$ cat src/rtl/awd_pkg.sv
`timescale 1ns/1ps
package awd_pkg;
  localparam int ADDR_W  = 48;
  localparam int GRAN_SH = 20;
  localparam int LIM_W   = ADDR_W - GRAN_SH;
  localparam int TID_W   = 4;
  localparam int SEC_W   = 4;

  localparam int SEC_CW = 0;  // register write guard
  localparam int SEC_CR = 1;  // register read guard
  localparam int SEC_DW = 2;  // write-lookup guard
  localparam int SEC_DR = 3;  // read-lookup guard

  typedef enum logic [2:0] {
    SLOT_CTRL = 3'd0,
    SLOT_SEC  = 3'd1,
    SLOT_LO   = 3'd2,
    SLOT_HI   = 3'd3
  } slot_e;

  typedef struct packed {
    logic             en;
    logic [TID_W-1:0] tid;
    logic [SEC_W-1:0] sec;
    logic [LIM_W-1:0] lo;
    logic [LIM_W-1:0] hi;
  } win_cfg_t;
endpackage

$ cat src/rtl/awd_regfile.sv
`timescale 1ns/1ps
module awd_regfile
  import awd_pkg::*;
#(
  parameter int               NUM_WIN      = 16,
  parameter logic [LIM_W-1:0] CFG_BASE_BLK = 28'h0000F20,
  localparam int              IDX_W        = $clog2(NUM_WIN),
  localparam int              RA_W         = IDX_W + 3
) (
  input  logic            clk,
  input  logic            rst,
  input  logic            reg_we,
  input  logic            reg_re,
  input  logic            reg_secure,
  input  logic [RA_W-1:0] reg_addr,
  input  logic [31:0]     reg_wdata,
  output logic [31:0]     reg_rdata,
  output logic            reg_rvalid,
  output win_cfg_t        cfg [NUM_WIN]
);
  logic [IDX_W-1:0] widx;
  slot_e            slot;
  logic [SEC_W-1:0] acc_sec;
  logic             wr_ok, rd_ok;
  logic [31:0]      rd_word;

  assign widx    = reg_addr[RA_W-1:3];
  assign slot    = slot_e'(reg_addr[2:0]);
  assign acc_sec = cfg[widx].sec;
  assign wr_ok   = reg_secure || !acc_sec[SEC_CW];
  assign rd_ok   = reg_secure || !acc_sec[SEC_CR];

  for (genvar i = 0; i < NUM_WIN; i++) begin : g_win
    always_ff @(posedge clk) begin
      if (rst) begin
        cfg[i].en  <= (i == 0);
        cfg[i].tid <= '0;
        cfg[i].sec <= '0;
        cfg[i].lo  <= (i == 0) ? CFG_BASE_BLK : '0;
        cfg[i].hi  <= '0;
      end else if (reg_we && wr_ok && widx == IDX_W'(i)) begin
        case (slot)
          SLOT_CTRL: begin
            cfg[i].en  <= (i == 0) ? 1'b1 : reg_wdata[0];
            cfg[i].tid <= reg_wdata[8 +: TID_W];
          end
          SLOT_SEC: cfg[i].sec <= reg_wdata[SEC_W-1:0];
          SLOT_LO:  cfg[i].lo  <= reg_wdata[31:4];
          SLOT_HI:  cfg[i].hi  <= reg_wdata[31:4];
          default: ;
        endcase
      end
    end

    // a guarded window keeps every field across a non-secure write
    assert_locked_window_stable_R9: assert property (@(posedge clk) disable iff (rst)
      (reg_we && !reg_secure && cfg[i].sec[SEC_CW] && widx == IDX_W'(i)) |=> $stable(cfg[i]));
  end

  always_comb begin
    rd_word = '0;
    case (slot)
      SLOT_CTRL: begin
        rd_word[0]          = cfg[widx].en;
        rd_word[8 +: TID_W] = cfg[widx].tid;
      end
      SLOT_SEC: rd_word[SEC_W-1:0] = cfg[widx].sec;
      SLOT_LO:  rd_word[31:4]      = cfg[widx].lo;
      SLOT_HI:  rd_word[31:4]      = cfg[widx].hi;
      default: ;
    endcase
  end

  always_ff @(posedge clk) begin
    if (rst) begin
      reg_rvalid <= 1'b0;
      reg_rdata  <= '0;
    end else begin
      reg_rvalid <= reg_re;
      if (reg_re) reg_rdata <= rd_ok ? rd_word : 32'h0;
    end
  end

  assert_read_returns_R2: assert property (@(posedge clk) disable iff (rst)
    reg_re |=> reg_rvalid);
  assert_cfg_window_on_R6: assert property (@(posedge clk) disable iff (rst)
    cfg[0].en);
endmodule

$ cat src/rtl/awd_match.sv
`timescale 1ns/1ps
module awd_match
  import awd_pkg::*;
(
  input  logic             en,
  input  logic             rd_guard,
  input  logic             wr_guard,
  input  logic [LIM_W-1:0] lo,
  input  logic [LIM_W:0]   hi_ext,
  input  logic [LIM_W-1:0] blk,
  input  logic             is_write,
  input  logic             secure,
  output logic             hit
);
  logic in_range, blocked;
  assign in_range = (blk >= lo) && ({1'b0, blk} <= hi_ext);
  assign blocked  = !secure && (is_write ? wr_guard : rd_guard);
  assign hit      = en && in_range && !blocked;
endmodule

$ cat src/rtl/awd_select.sv
`timescale 1ns/1ps
module awd_select
  import awd_pkg::*;
#(
  parameter int NUM_WIN = 16
) (
  input  logic [NUM_WIN-1:0] hits,
  input  logic [TID_W-1:0]   tids [NUM_WIN],
  output logic               any,
  output logic [TID_W-1:0]   tid
);
  always_comb begin
    any = 1'b0;
    tid = '0;
    for (int i = NUM_WIN - 1; i >= 0; i--) begin
      if (hits[i]) begin
        any = 1'b1;
        tid = tids[i];
      end
    end
  end
endmodule

$ cat src/rtl/addr_window_decoder.sv
`timescale 1ns/1ps
module addr_window_decoder
  import awd_pkg::*;
#(
  parameter int               NUM_WIN      = 16,
  parameter int               CFG_BLKS     = 16,
  parameter logic [LIM_W-1:0] CFG_BASE_BLK = 28'h0000F20,
  localparam int              RA_W         = $clog2(NUM_WIN) + 3
) (
  input  logic                    clk,
  input  logic                    rst,
  input  logic                    reg_we,
  input  logic                    reg_re,
  input  logic                    reg_secure,
  input  logic [RA_W-1:0]         reg_addr,
  input  logic [31:0]             reg_wdata,
  output logic [31:0]             reg_rdata,
  output logic                    reg_rvalid,
  input  logic                    lk_valid,
  input  logic                    lk_write,
  input  logic                    lk_secure,
  input  logic [ADDR_W-1:GRAN_SH] lk_addr,
  output logic                    out_valid,
  output logic                    out_hit,
  output logic [TID_W-1:0]        out_target
);
  win_cfg_t           cfg [NUM_WIN];
  logic [NUM_WIN-1:0] hits;
  logic [TID_W-1:0]   tids [NUM_WIN];
  logic               any_hit;
  logic [TID_W-1:0]   win_tid;

  awd_regfile #(.NUM_WIN(NUM_WIN), .CFG_BASE_BLK(CFG_BASE_BLK)) i_regs (
    .clk(clk), .rst(rst), .reg_we(reg_we), .reg_re(reg_re),
    .reg_secure(reg_secure), .reg_addr(reg_addr), .reg_wdata(reg_wdata),
    .reg_rdata(reg_rdata), .reg_rvalid(reg_rvalid), .cfg(cfg)
  );

  for (genvar g = 0; g < NUM_WIN; g++) begin : g_cmp
    logic [LIM_W:0] hi_ext;
    if (g == 0) begin : g_fixed
      assign hi_ext = {1'b0, cfg[g].lo} + (LIM_W+1)'(CFG_BLKS - 1);
    end else begin : g_prog
      assign hi_ext = {1'b0, cfg[g].hi};
    end
    assign tids[g] = cfg[g].tid;
    awd_match i_match (
      .en(cfg[g].en), .rd_guard(cfg[g].sec[SEC_DR]), .wr_guard(cfg[g].sec[SEC_DW]),
      .lo(cfg[g].lo), .hi_ext(hi_ext), .blk(lk_addr),
      .is_write(lk_write), .secure(lk_secure), .hit(hits[g])
    );
  end

  awd_select #(.NUM_WIN(NUM_WIN)) i_sel (
    .hits(hits), .tids(tids), .any(any_hit), .tid(win_tid)
  );

  always_ff @(posedge clk) begin
    if (rst) begin
      out_valid  <= 1'b0;
      out_hit    <= 1'b0;
      out_target <= '0;
    end else begin
      out_valid  <= lk_valid;
      out_hit    <= lk_valid && any_hit;
      out_target <= (lk_valid && any_hit) ? win_tid : '0;
    end
  end

  assert_result_follows_req_R3: assert property (@(posedge clk) disable iff (rst)
    lk_valid |=> out_valid);
  assert_idle_no_hit_R3: assert property (@(posedge clk) disable iff (rst)
    !out_valid |-> !out_hit);
  assert_miss_target_zero_R5: assert property (@(posedge clk) disable iff (rst)
    (out_valid && !out_hit) |-> (out_target == '0));
endmodule

$ cat config.mk
export PLATFORM = sky130hd
export DESIGN_NAME = addr_window_decoder
export DESIGN_NICKNAME = d
export VERILOG_FILES = /design/src/rtl/awd_pkg.sv /design/src/rtl/awd_regfile.sv /design/src/rtl/awd_match.sv /design/src/rtl/awd_select.sv /design/src/rtl/addr_window_decoder.sv
export SDC_FILE = /design/constraint.sdc
export NUM_CORES = 2
export LEC_CHECK = 0
export BUFFER_PORTS_ARGS = -buffer_cell sky130_fd_sc_hd__buf_2
export CAP_MARGIN = 20
export CORE_UTILIZATION = 55
export DETAILED_ROUTE_END_ITERATION = 10
export PLACE_DENSITY = 0.82
export SLEW_MARGIN = 20
export SYNTH_ARGS = -nofsm -noshare
export SYNTH_HDL_FRONTEND = slang
export SYNTH_SLANG_ARGS = --single-unit
$ cat constraint.sdc
create_clock -name clk -period 6 [get_ports clk]
set_clock_uncertainty 0.15 [all_clocks]
set_input_delay 0.3 -clock clk [delete_from_list [all_inputs] [get_ports clk]]
set_output_delay 0.3 -clock clk [all_outputs]
set_load 0.01 [all_outputs]
==> Word level (Yosys, flattened, before mapping) <==
Cells that the tools add are included.
{ "word_totals": {"regBits": 1078, "in_bits": 75, "out_inout_bits": 39, "wordCells": 364} }
{ "classes": {"addsub": 1, "order_cmp": 33, "n_eq_ne": 18, "mux": 57, "bitwise_logic": 2, "n_reduce_logical": 169} }
{ "op_table": {"columns": ["cell", "count"], "rows": [
  ["28-bit >= comparator", 16],
  ["28-bit <= comparator", 15],
  ["65-bit binary-select mux with 4-bit select", 1],
  ["65-bit two-way mux", 2],
  ["2-bit AND reduction", 64],
  ["1-bit logical AND", 81],
  ["4-bit two-way mux", 16],
  ["20-bit one-hot mux with 2 select lines", 1],
  ["4-bit equality test, second input constant", 8],
  ["1-bit two-way mux", 32],
  ["32-bit two-way mux", 1],
  ["28-bit by 4-bit adder with 29-bit output, second input constant", 1],
  ["28-bit by 29-bit <= comparator with 1-bit output", 1],
  ["1-bit zero test", 19],
  ["4-bit by 3-bit equality test with 1-bit output, second input constant", 4],
  ["4-bit one-hot mux with 3 select lines", 1],
  ["4-bit by 2-bit equality test with 1-bit output, second input constant", 2],
  ["4-bit one-hot mux with 2 select lines", 1],
  ["3-bit by 2-bit equality test with 1-bit output, second input constant", 2],
  ["5-bit >= comparator, second input constant", 1],
  ["4-bit inverter with 5-bit output", 1],
  ["4-bit by 1-bit equality test with 1-bit output, second input constant", 1],
  ["4-bit zero test", 1],
  ["3-bit by 1-bit equality test with 1-bit output, second input constant", 1],
  ["other kinds (6)", 7]
]} }

==> Longest topological paths before layout <==
{ "logic_depth": {"ltp_word": 23, "ltp_mapped": 19, "mapped_depth_nobuf": 19} }

==> By module <==
A second synthesis with hierarchy kept.
{ "unflattened": {"hier_cells": 8110, "hier_area_um2": 71583.7} }
{ "by_module_without_submodules": {"columns": ["mod", "n_inst", "cells_per_inst", "area_each_um2"], "rows": [
  ["awd_regfile", 1, 4735, 46995.1],
  ["awd_match", 16, 199, 1451.4],
  ["addr_window_decoder", 1, 89, 735.7],
  ["awd_select", 1, 102, 630.6]
]} }

==> Least setup slack after synthesis <==
Ideal clock, no wire load.
{ "synth_timing": {"kind": "register to register", "from": "register, netlist name i_regs.cfg[1012]", "to": "register out_target[3]", "setup_ns": 0.058, "t_arrival_ns": 3.790, "required_ns": 5.792, "path_slack_ns": 2.001, "stages_incl_launch_ff": 19, "n_path_buf": 0, "synth_period_minus_slack_ns": 3.999, "cell_sequence": "dfxtp_1 -> clkinv_1 -> nor4_1 -> nand3_1 -> nor3_1 -> nand3_1 -> xnor2_1 -> ha_1 -> a21o_1 -> a21o_1 -> a21oi_1 -> nor2_1 -> a211oi_1 -> o31ai_1 -> a211oi_1 -> or2_2 -> o31ai_1 -> inv_1 -> o221a_2"} }
{ "synth_via": {"elab_chain_len": 8, "word_cells_on_any_way": 10, "classes_between": "add/sub (1); order compare (2); mux (2); bitwise (1); reduce/logical (4)"} }
{ "synth_rtl": {"columns": ["element", "line_no", "text"], "rows": [
  ["28-bit by 4-bit adder with 29-bit output", "addr_window_decoder.sv:42", "assign hi_ext = {1'b0, cfg[g].lo} + (LIM_W+1)'(CFG_BLKS - 1);"],
  ["28-bit by 29-bit <= comparator with 1-bit output", "awd_match.sv:16", "assign in_range = (blk >= lo) && ({1'b0, blk} <= hi_ext);"],
  ["1-bit logical AND *", "awd_match.sv:16", null],
  ["1-bit logical AND *", "awd_match.sv:18", "assign hit = en && in_range && !blocked;"],
  ["1-bit two-way mux", "awd_select.sv:16", "if (hits[i]) begin"],
  ["1-bit logical AND", "addr_window_decoder.sv:66", "out_target <= (lk_valid && any_hit) ? win_tid : '0;"],
  ["1-bit inverter (no source line)", null, null],
  ["2-bit OR reduction (no source line)", null, null],
  ["end signal: assignment", "addr_window_decoder.sv:66", null],
  ["end: declaration", "addr_window_decoder.sv:25", "output logic [TID_W-1:0] out_target"]
]} }
Mark *: on every way between the ends. The rest lies on a longest branch, timed or not.
A chain may end at the register's enable or synchronous reset.

==> Worst setup path in the final report <==
{ "layout_timing": {"from": "register, netlist name i_regs.cfg[1012]", "to": "register out_target[2]"} }
{ "layout_via": {"elab_chain_len": 8, "word_cells_on_any_way": 10, "classes_between": "add/sub (1); order compare (2); mux (2); bitwise (1); reduce/logical (4)"} }
{ "layout_rtl": {"columns": ["element", "line_no"], "rows": [
  ["28-bit by 4-bit adder with 29-bit output", "addr_window_decoder.sv:42"],
  ["28-bit by 29-bit <= comparator with 1-bit output", "awd_match.sv:16"],
  ["1-bit logical AND *", "awd_match.sv:16"],
  ["1-bit logical AND *", "awd_match.sv:18"],
  ["1-bit two-way mux", "awd_select.sv:16"],
  ["1-bit logical AND", "addr_window_decoder.sv:66"],
  ["1-bit inverter (no source line)", null],
  ["2-bit OR reduction (no source line)", null]
]} }
Marked as above.

==> metrics.csv <==
metric,value,unit
clock-root-buffer,clkbuf_16,
synthXorXnorAreaFrac,0.327,%
die-area,128000,sq um
startpoint_type,flop,
rows,130,
required,6.51,ns
status,"finished, final reports clean",
ys_top_cells_by_count,"2138 x nand2_1, 1329 x a21oi_1, 1078 x dfxtp_1",
yosys-top-cells-area,"dfxtp_1 31%, ha_1 16%, nand2_1 12%",
hp-class,primary input to flop,
drive_above_1_share,10.4,%
core-area,126000,sq um
synth.distinct_cells,81,
via_per_inst,6.51,
ys_ff_latch,1078,
numCtsBuffers,115,
grt_max_degree,204,
synth.net_count,9557,
ir_worst_vdd,247,uV
routabilityCongestion,1.04,
dp_hpwl,192,mm
synth_flop_cell,dfxtp_1,
finalSetupTns,0,ns
clk_transition_reported_paths,0.06,ns
syn2layout_area_growth,9.03,%
finalMaxSlewViolations,0,
io_pins,114,
maxCapViolCount,0,
initial_core_util,55.4,%
clock_sinks,1078,
yosysSeqAreaShare,31.0,%
worst_slack,0.977,ns
synth_top_family_by_area,simple AND/OR/NAND/NOR gates,
path_cells,"clkinv_1, nor4_1, nand3_1, nor3_1, xnor2_1, ha_1, nand2_1, nor3_1, nand3_1, a21oi_1, a211oi_1, o31ai_1, a211oi_1, buf_4, or2_2, or3_1, o41ai_1",
slowest_stage,nor3_1,
grt_overflow,0,
crit_type,flop to flop,
die_h,358,um
fin_cells,10300,
finalHoldViolations,0,
slowest_delay,0.62,ns
place_area,71800,sq um
yosysTopAreaCell,dfxtp_1,
slew-limit-headroom,16.0,%
avgSynthCellArea,8.12,sq um
cts_tree,done,
synth-async-reset-ratio,0,%
yosysWarnings,0,
tightest_slew,1.24,ns
die_x,358,um
synth_top_area_share,31.0,%
cp-end-kind,flop,
synth_mux_area_share,11.0,%
antenna_found_initial,29,
finalCritPeriodShare,83.7,%
drc,0,
rsz0062_at_grt,no,
dp.cells,10000,
detail_route.wirelength,267,mm
synthCells,8585,
vias,66900,
period_minus_slack,5.02,ns
synthMostInstantiatedCell,nand2_1,
synth_simple_gate_area_share,18.6,%
wl_per_cell,26.0,um
portBuffers,113,
synth-edff-count,0,
design_area,76000,sq um
grt_pass1_vias,64000,
grt_pass1_wl,395,mm
cts.htree.levels,3,
leakage,26.1,nW
insertion_delay,0.78,ns
track_usage,40.9,%
clockBufferDepth,3,
worstPathArrival,5.53,ns
max_freq,199,MHz
drtIter0Drc,9001,
synthAdderAreaFrac,16.1,%
antenna_left,0,
syn_area,69700,sq um
setup_viol,0,
layout.nets,9494,
power_density,218,nW/um^2
dpl_worst_slack,0.985,ns
crit_path_max_fanout,8,
drt_first_pass_iters,6,
synth_compound_area_share,15.4,%
## worst max-delay path: cells and delay by family, from the launching register on
family | cells | cell delay [ns]
compound gates | 5 | 0.89
xor+xnor | 1 | 0.13
fa+ha+maj | 1 | 0.30
buf+inv | 2 | 0.42
flops | 1 | 0.34
simple gates | 8 | 2.68
## sequential cells by signal, summed over array words and instances (netlist names)
name	flops
out_valid	1
i_regs.cfg	1039
i_regs.reg_rdata	32
i_regs.reg_rvalid	1
out_target	4
out_hit	1
## what timing repair did
item,CTS,global route
setup buffers,0,0
resized for setup,0,0
endpoints found under the hold margin,211,0
setup endpoints to repair,0,0
hold buffers,18,0
## per-stage QoR
stage / total power [mW] / hold slack, ns / utilization (%)
4_1_cts: 16.5 / 0.00326 / 60.4
3_5_place_dp: 9.09 / 0.297 / 57.1
2_1_floorplan: 8.39 / 0.283 / -
6_report: 16.6 / 0.0630 / 60.4
3_3_place_gp: 9.04 / 0.289 / 57.1
5_1_grt: 17.0 / 0.0370 / 60.4
## layout by cell type, fill, tap and decap left out, types with 12 or more instances in the layout
master	instances
a211oi_1	55
a21o_1	89
and3_1	15
o21ai_0	140
o21a_1	12
and4_1	27
o211ai_1	47
xnor2_1	26
inv_1	869
nor3_1	55
ha_1	897
buf_4	177
clkbuf_8	33
a2111oi_0	17
nand3_1	204
buf_2	107
nor2b_1	46
clkinv_2	23
mux4_2	324
nand4_1	162
nand2_1	2137
nor4_1	26
nand2b_1	21
a22o_1	30
a21oi_1	1328
a211o_1	14
clkbuf_16	116
mux2i_1	26
clkbuf_1	17
nor3_4	24
dfxtp_1	1078
or3_1	12
a31oi_1	16
dlygate4sd3_1	18
nor2_1	163
nand2_2	15
a22oi_1	32
## final timing paths
kind         slack [ns]  depth (start not counted)               to             start
max reg2reg        0.98                         17    out_target[2]  i_regs.cfg[1012]
min                0.06                          3  i_regs.cfg[988]     reg_wdata[17]
max                0.98                         17    out_target[2]  i_regs.cfg[1012]
min reg2reg        0.30                          2  i_regs.cfg[966]   i_regs.cfg[966]
## final cells by class
cell class	count	area [sq um]
Timing Repair Buffer	314	2260
Antenna cell	9	22.5
Sequential cell	1078	21600
Inverter	872	3270
Multi-Input combinational cell	6141	42800
Clock buffer	166	3420
Fill cell	10800	49700
Tap cell	1650	2060
Clock inverter	46	537
## where the power goes
| group | switching, mW | internal (mW) | leakage (nW) |
|---|---|---|---|
| clock | 3.27 | 4.31 | 1.95 |
| combinational | 1.27 | 0.571 | 15.5 |
| sequential | 0.0145 | 7.17 | 8.68 |
| total | 4.55 | 12.0 | 26.1 |
## kinds of logic (layout without fill, tap and decap cells)
family | count (synthesis) | after routing
AO/OA/AOI/OAI | 1895 | 1895
AND/OR/NAND/NOR | 2966 | 2966
XOR/XNOR | 26 | 26
flip-flops | 1078 | 1078
multiplexers | 357 | 357
buffers and inverters | 1366 | 1398
other | 0 | 9
adder cells (fa/ha/maj) | 897 | 897
## per-layer routing
metal | part of all wire, % | up-vias | GRT usage [%] | wire, um
met2 | 43 | 4449 | 61.6 | 114000
met1 | 35 | 31700 | 49.7 | 94000
met3 | 14 | 1076 | 12.0 | 36400
li1 | - | 29600 | - | -
met5 | 0.13 | - | 0.630 | 345
met4 | 8.4 | 36 | 29.6 | 22400
No activity file was read; power rests on OpenSTA's default activity.
